**src/rtl/gbd_pkg.sv**
```systemverilog
package gbd_pkg;
   typedef enum logic [1:0] {
      ST_STANDBY = 2'd0,
      ST_FIRST   = 2'd1,
      ST_SECOND  = 2'd2,
      ST_RECEIVE = 2'd3
   } rx_state_t;
endpackage

```
**src/rtl/gbd_gap_sync.sv**
```systemverilog
module gbd_gap_sync #(
   parameter int SYNC_STAGES = 2
) (
   input  logic clk,
   input  logic rst_n,
   input  logic gap_raw,
   output logic gap_lvl,
   output logic gap_rise,
   output logic gap_fall
);
   logic gap_prev;

   generate
      if (SYNC_STAGES == 0) begin : g_direct
         assign gap_lvl = gap_raw;
      end else begin : g_chain
         logic [SYNC_STAGES-1:0] chain;
         always_ff @(posedge clk or negedge rst_n) begin
            if (!rst_n) chain <= '0;
            else        chain <= {chain[SYNC_STAGES-1:0], gap_raw} >> 0;
         end
         assign gap_lvl = chain[SYNC_STAGES-1];
      end
   endgenerate

   always_ff @(posedge clk or negedge rst_n) begin
      if (!rst_n) gap_prev <= 1'b0;
      else        gap_prev <= gap_lvl;
   end

   assign gap_rise = gap_lvl & ~gap_prev;
   assign gap_fall = ~gap_lvl & gap_prev;
endmodule

```
**src/rtl/gbd_bit_timer.sv**
```systemverilog
module gbd_bit_timer #(
   parameter int BIT_LEN    = 32,
   parameter int RESYNC_CNT = 16,
   localparam int CW        = $clog2(BIT_LEN),
   localparam int HALF      = BIT_LEN / 2
) (
   input  logic          clk,
   input  logic          rst_n,
   input  logic          tick,
   input  logic          hold,
   input  logic          resync,
   output logic [CW-1:0] cnt,
   output logic          first_half,
   output logic          bit_end
);
   localparam logic [CW-1:0] LAST   = CW'(BIT_LEN - 1);
   localparam logic [CW-1:0] RELOAD = CW'(RESYNC_CNT);
   localparam logic [CW-1:0] MID    = CW'(HALF);
   localparam logic [CW-1:0] STEP   = CW'(1);

   logic advance;

   assign advance    = tick & ~hold;
   assign bit_end    = advance & (cnt == LAST);
   assign first_half = (cnt < MID);

   always_ff @(posedge clk or negedge rst_n) begin
      if (!rst_n) begin
         cnt <= '0;
      end else if (resync) begin
         cnt <= RELOAD;
      end else if (advance) begin
         if (cnt == LAST) cnt <= '0;
         else             cnt <= cnt + STEP;
      end
   end
endmodule

```
**src/rtl/gbd_entry_fsm.sv**
```systemverilog
module gbd_entry_fsm
   import gbd_pkg::*;
(
   input  logic      clk,
   input  logic      rst_n,
   input  logic      gap_rise,
   input  logic      gap_fall,
   input  logic      liw_mod,
   input  logic      first_half,
   input  logic      bit_end,
   input  logic      release_req,
   output rx_state_t state,
   output logic      resync,
   output logic      liw_stop,
   output logic      entry_fail,
   output logic      bit_valid,
   output logic      bit_value
);
   logic      qual_rise;
   logic      gap_open;
   logic      zero_seen;
   logic      listening;
   rx_state_t state_nx;

   assign listening = (state == ST_SECOND) || (state == ST_RECEIVE);
   assign qual_rise = gap_rise &
                      (((state == ST_STANDBY) & liw_mod) | (listening & first_half));
   assign resync    = gap_fall & gap_open;

   always_comb begin
      state_nx = state;
      if (release_req) begin
         state_nx = ST_STANDBY;
      end else begin
         unique case (state)
            ST_STANDBY: if (qual_rise) state_nx = ST_FIRST;
            ST_FIRST:   if (bit_end)   state_nx = ST_SECOND;
            ST_SECOND:  if (bit_end)   state_nx = zero_seen ? ST_RECEIVE : ST_STANDBY;
            ST_RECEIVE: state_nx = ST_RECEIVE;
            default:    state_nx = ST_STANDBY;
         endcase
      end
   end

   always_ff @(posedge clk or negedge rst_n) begin
      if (!rst_n) begin
         state      <= ST_STANDBY;
         gap_open   <= 1'b0;
         zero_seen  <= 1'b0;
         liw_stop   <= 1'b0;
         entry_fail <= 1'b0;
         bit_valid  <= 1'b0;
         bit_value  <= 1'b0;
      end else begin
         state <= state_nx;

         if (release_req)    gap_open <= 1'b0;
         else if (qual_rise) gap_open <= 1'b1;
         else if (gap_fall)  gap_open <= 1'b0;

         if (release_req || bit_end)                zero_seen <= 1'b0;
         else if (qual_rise && state != ST_STANDBY) zero_seen <= 1'b1;

         liw_stop   <= ~release_req & qual_rise & (state == ST_STANDBY);
         entry_fail <= ~release_req & bit_end & (state == ST_SECOND) & ~zero_seen;
         bit_valid  <= ~release_req & bit_end & (state == ST_RECEIVE);
         if (~release_req & bit_end & (state == ST_RECEIVE))
            bit_value <= ~zero_seen;
      end
   end
endmodule

```
**src/rtl/gap_bit_decoder.sv**
```systemverilog
module gap_bit_decoder
   import gbd_pkg::*;
#(
   parameter int BIT_LEN     = 32,
   parameter int RESYNC_CNT  = 16,
   parameter int SYNC_STAGES = 2
) (
   input  logic clk,
   input  logic rst_n,
   input  logic car_tick,
   input  logic gap_det,
   input  logic liw_mod,
   input  logic rx_release,
   output logic mod_en,
   output logic liw_stop,
   output logic rm_entered,
   output logic entry_fail,
   output logic bit_valid,
   output logic bit_value
);
   localparam int CW   = $clog2(BIT_LEN);
   localparam int HALF = BIT_LEN / 2;

   generate
      if (BIT_LEN < 8 || (BIT_LEN % 2) != 0) begin : g_bad_len
         $error("gap_bit_decoder: BIT_LEN must be even and at least 8");
      end
      if (RESYNC_CNT < HALF || RESYNC_CNT >= BIT_LEN) begin : g_bad_reload
         $error("gap_bit_decoder: RESYNC_CNT must lie in the second half-slot");
      end
      if (SYNC_STAGES < 0 || SYNC_STAGES > 4) begin : g_bad_sync
         $error("gap_bit_decoder: SYNC_STAGES must be 0 to 4");
      end
   endgenerate

   logic          gap_lvl;
   logic          gap_rise;
   logic          gap_fall;
   logic [CW-1:0] cnt;
   logic          first_half;
   logic          bit_end;
   logic          resync;
   rx_state_t     state;

   gbd_gap_sync #(.SYNC_STAGES(SYNC_STAGES)) u_sync (
      .clk      (clk),
      .rst_n    (rst_n),
      .gap_raw  (gap_det),
      .gap_lvl  (gap_lvl),
      .gap_rise (gap_rise),
      .gap_fall (gap_fall)
   );

   gbd_bit_timer #(.BIT_LEN(BIT_LEN), .RESYNC_CNT(RESYNC_CNT)) u_timer (
      .clk        (clk),
      .rst_n      (rst_n),
      .tick       (car_tick),
      .hold       (gap_lvl),
      .resync     (resync),
      .cnt        (cnt),
      .first_half (first_half),
      .bit_end    (bit_end)
   );

   gbd_entry_fsm u_fsm (
      .clk         (clk),
      .rst_n       (rst_n),
      .gap_rise    (gap_rise),
      .gap_fall    (gap_fall),
      .liw_mod     (liw_mod),
      .first_half  (first_half),
      .bit_end     (bit_end),
      .release_req (rx_release),
      .state       (state),
      .resync      (resync),
      .liw_stop    (liw_stop),
      .entry_fail  (entry_fail),
      .bit_valid   (bit_valid),
      .bit_value   (bit_value)
   );

   assign rm_entered = (state == ST_RECEIVE);
   assign mod_en     = (state != ST_STANDBY) & first_half;
endmodule

```
**config.mk**
```make
export PLATFORM = sky130hd
export DESIGN_NAME = gap_bit_decoder
export DESIGN_NICKNAME = d
export VERILOG_FILES = /design/src/rtl/gbd_pkg.sv /design/src/rtl/gbd_gap_sync.sv /design/src/rtl/gbd_bit_timer.sv /design/src/rtl/gbd_entry_fsm.sv /design/src/rtl/gap_bit_decoder.sv
export SDC_FILE = /design/constraint.sdc
export NUM_CORES = 1
export LEC_CHECK = 0
export BUFFER_PORTS_ARGS = -buffer_cell sky130_fd_sc_hd__buf_2
export CAP_MARGIN = 5
export CORE_ASPECT_RATIO = 1.2
export CORE_MARGIN = 10
export CORE_UTILIZATION = 30
export CTS_CLUSTER_DIAMETER = 30
export DETAILED_ROUTE_END_ITERATION = 16
export HOLD_SLACK_MARGIN = 0.1
export PLACE_DENSITY = 0.53
export SLEW_MARGIN = 20
export SYNTH_ARGS = -nofsm -noshare
export SYNTH_HDL_FRONTEND = slang
export SYNTH_SLANG_ARGS = --single-unit
export TNS_END_PERCENT = 10
```
**constraint.sdc**
```tcl
create_clock -name clk -period 2.2 [get_ports clk]
set_clock_uncertainty 0.2 [all_clocks]
set_input_delay 0.55 -clock clk [delete_from_list [all_inputs] [get_ports clk]]
set_output_delay 0.55 -clock clk [all_outputs]
set_load 0.05 [all_outputs]
```
==> flow_metrics.tcl <==
set metrics [dict create \
    cts-root-buf "clkbuf_4" \
    antenna_found_initial 0 \
    total_power_uw 593 \
    post-route-min-period_ns 2.00 \
    drtPass1Iterations 3 \
    fin_crit_sh_pct 90.9 \
    ant_nets 0 \
    routed_wl_mm 1.43 \
    place.gp.congestion 0.820 \
    diodes 0 \
    ys_seq_elements 16 \
    yosysSeqAreaShare_pct 54.8 \
    grt_max_degree 17 \
    tightest_slew_ns 0.363 \
    final_core_util_pct 37.0 \
    hold_ws_ns 0.153 \
    hold_violations 0 \
    busiest_layer "met2" \
    cpMostUsedCell "ha_1" \
    drc_errors 0 \
    slew_headroom_pct 75.8 \
    max_clock_freq_mhz 500 \
    num-nets-final 95 \
    met1_usage_pct 7.75 \
    peakVddDrop_uv 304 \
    cts_setup_buffers 0 \
    seqCellArea_um2 400 \
    numPortBuffers 11 \
    overflow 0 \
    num_vias 555 \
    end_kind "flip-flop" \
    drv_cap 0 \
    die_area_mm2 0.00482 \
    status "finished clean" \
    cts.sinks 16 \
    path_cells "ha_1 -> and3_1 -> ha_1 -> or4b_1 -> a21oi_1" \
    cts_resized 0 \
    core_mm2 0.00231 \
    final-max-slew-violation-count 0 \
    vias_per_cell 4.78 \
    use_met3_pct 3.75 \
    first_global_vias 589 \
    start_kind "flip-flop" \
    largest_reg_flops 5 \
    syn-cell-area_um2 731 \
    htree_levels 1 \
    synth_cell_types 27 \
    layout_commonest_cell "dfrtp_1" \
    setup_slack_ns 0.200 \
    timing.setup.tns_ns 0 \
    area_delta_synth_final_pct 16.8 \
    fill_cells 243 \
    post-place-ws_ns 0.209 \
    ys_warn_count 0 \
    die_w_um 65.1 \
    first_iter_violations 6 \
    synthCells 71 \
    grt_pass1_wl_mm 2.62 \
    setup_viol 0 \
    wl_per_cell_um 12.3 \
    die_h_um 74.1 \
    start_util_pct 31.7 \
    cp.required_ns 2.21 \
    grtUsageMet2_pct 10.3 \
    most-common-layout-cells "16 x dfrtp_1, 11 x buf_2, 9 x nand2_1, 6 x nor2_1, 6 x a21oi_1" \
    power_density_mw_per_mm2 695 \
    multiInputGateArea_um2 319 \
    slowest_delay_ns 0.54 \
    cts_tree "built" \
    reg_top3 "u_timer.cnt: 5 flops, u_fsm.state: 2 flops, u_sync.g_chain.chain: 2 flops" \
    crit_arrival_ns 2.02 \
    slowest_stage "or4b_1" \
    rsz0062_at_grt "no" \
    path_class "reg -> reg" \
    ios 12 \
    rows 19 \
    synth.avg_cell_area_um2 10.3 \
    crit_path_max_fanout 7 \
    gr-usage-all-layers_pct 7.06 \
    clk_pin_slew_worst_paths_ns 0.09 \
    hp-class "reg -> reg" \
    power_leakage_uw 0.000399 \
    clock_latency_ns 0.29 \
    top_register "u_timer.cnt" \
    layout-drive-gt1-share_pct 21.2 \
    synth_nets 79 \
    clk_path_buf_depth 2 \
    cts_buffers 3 \
    place_hpwl_mm 1.09 \
]
[metal layers]
layer  vias up  share of wire, %
met3         5               8.6
li1        277                 -
met4         0               3.1
met2        13                44
met5         -                 0
met1       260                44
[logic make-up (layout without fill, tap and decap cells)]
| family | Yosys count | after routing | synth area share [%] |
|---|---|---|---|
| AO/OA/AOI/OAI | 15 | 15 | 12.0 |
| adder cells (fa/ha/maj) | 2 | 2 | 3.42 |
| buffers and inverters | 3 | 17 | 1.54 |
| flip-flops | 16 | 16 | 54.8 |
| multiplexers | 1 | 1 | 1.37 |
| AND/OR/NAND/NOR | 34 | 34 | 26.9 |
[timing repair]
item | CTS | global route
hold buffers | 1 | 0
setup endpoints to repair | 0 | 0
endpoints found under the hold margin | 16 | 0
[stage by stage]
stage                     instance area, µm²  cells
after floorplan                          731     71
after global placement                   821    112
after detailed placement                 821    112
after CTS                                853    116
after global routing                     853    116
final                                    853    116
[final timing paths]
check                                         from                 endpoint  slack [ns]  depth (start not counted)
max                                 u_timer.cnt[0]           u_timer.cnt[2]        0.20                          5
min                        u_sync.g_chain.chain[0]  u_sync.g_chain.chain[1]        0.15                          0
max reg2reg                         u_timer.cnt[0]           u_timer.cnt[2]        0.20                          5
min reg2reg                u_sync.g_chain.chain[0]  u_sync.g_chain.chain[1]        0.15                          0
max in group asynchronous                    rst_n           u_timer.cnt[0]        1.04                          2
min in group asynchronous                    rst_n           u_fsm.gap_open        0.49                          2
[cell type report]
class	count	share of cell area [%]
inverters	2	0.880
well taps	31	4.55
repair buffers	12	7.62
flip-flops and latches	16	46.9
multi-input cells	52	37.4
clock buffers	3	2.64
[critical path: cells and delay by family (launching register included)]
family	cells	cell delay, ns
and+or+nand+nor	2	0.70
adders and majority gates	2	0.48
DFF	1	0.41
AOI/OAI and AO/OA	1	0.14
[synth_stat cells]
| cell | number | share of area (%) |
|---|---|---|
| dfrtp_1 | 16 | 55 |
| nand2_1 | 9 | 4.6 |
| a21oi_1 | 6 | 4.1 |
| nor2_1 | 6 | 3.1 |
| o21ai_0 | 4 | 2.7 |
| and3_1 | 3 | 2.6 |
| nor3_1 | 3 | 2.1 |
| ha_1 | 2 | 3.4 |
| inv_1 | 2 | 1.0 |
| nand3_1 | 2 | 1.4 |
| nand3b_1 | 2 | 2.1 |
| a211oi_1 | 1 | 1.0 |
| a31oi_1 | 1 | 0.86 |
| and2_1 | 1 | 0.86 |
| and2b_4 | 1 | 1.4 |
| clkbuf_1 | 1 | 0.51 |
| mux2i_1 | 1 | 1.4 |
| nand2b_4 | 1 | 1.9 |
| nor2b_1 | 1 | 0.86 |
| nor2b_2 | 1 | 1.2 |
| nor3b_1 | 1 | 1.0 |
| nor3b_2 | 1 | 1.7 |
| o211ai_1 | 1 | 1.0 |
| o21bai_1 | 1 | 1.0 |
| o32ai_1 | 1 | 1.2 |
| or3_1 | 1 | 0.86 |
| or4b_1 | 1 | 1.4 |
[where the power goes]
part           internal (µW)  switching, µW  leakage (µW)  total, µW
Sequential               325           28.3      0.000204        353
Combinational           40.0           47.7      0.000181       87.7
Clock                   63.7           88.1     0.0000138        152
Total                    429            164      0.000399        593
(Power assumes the default switching activity.)
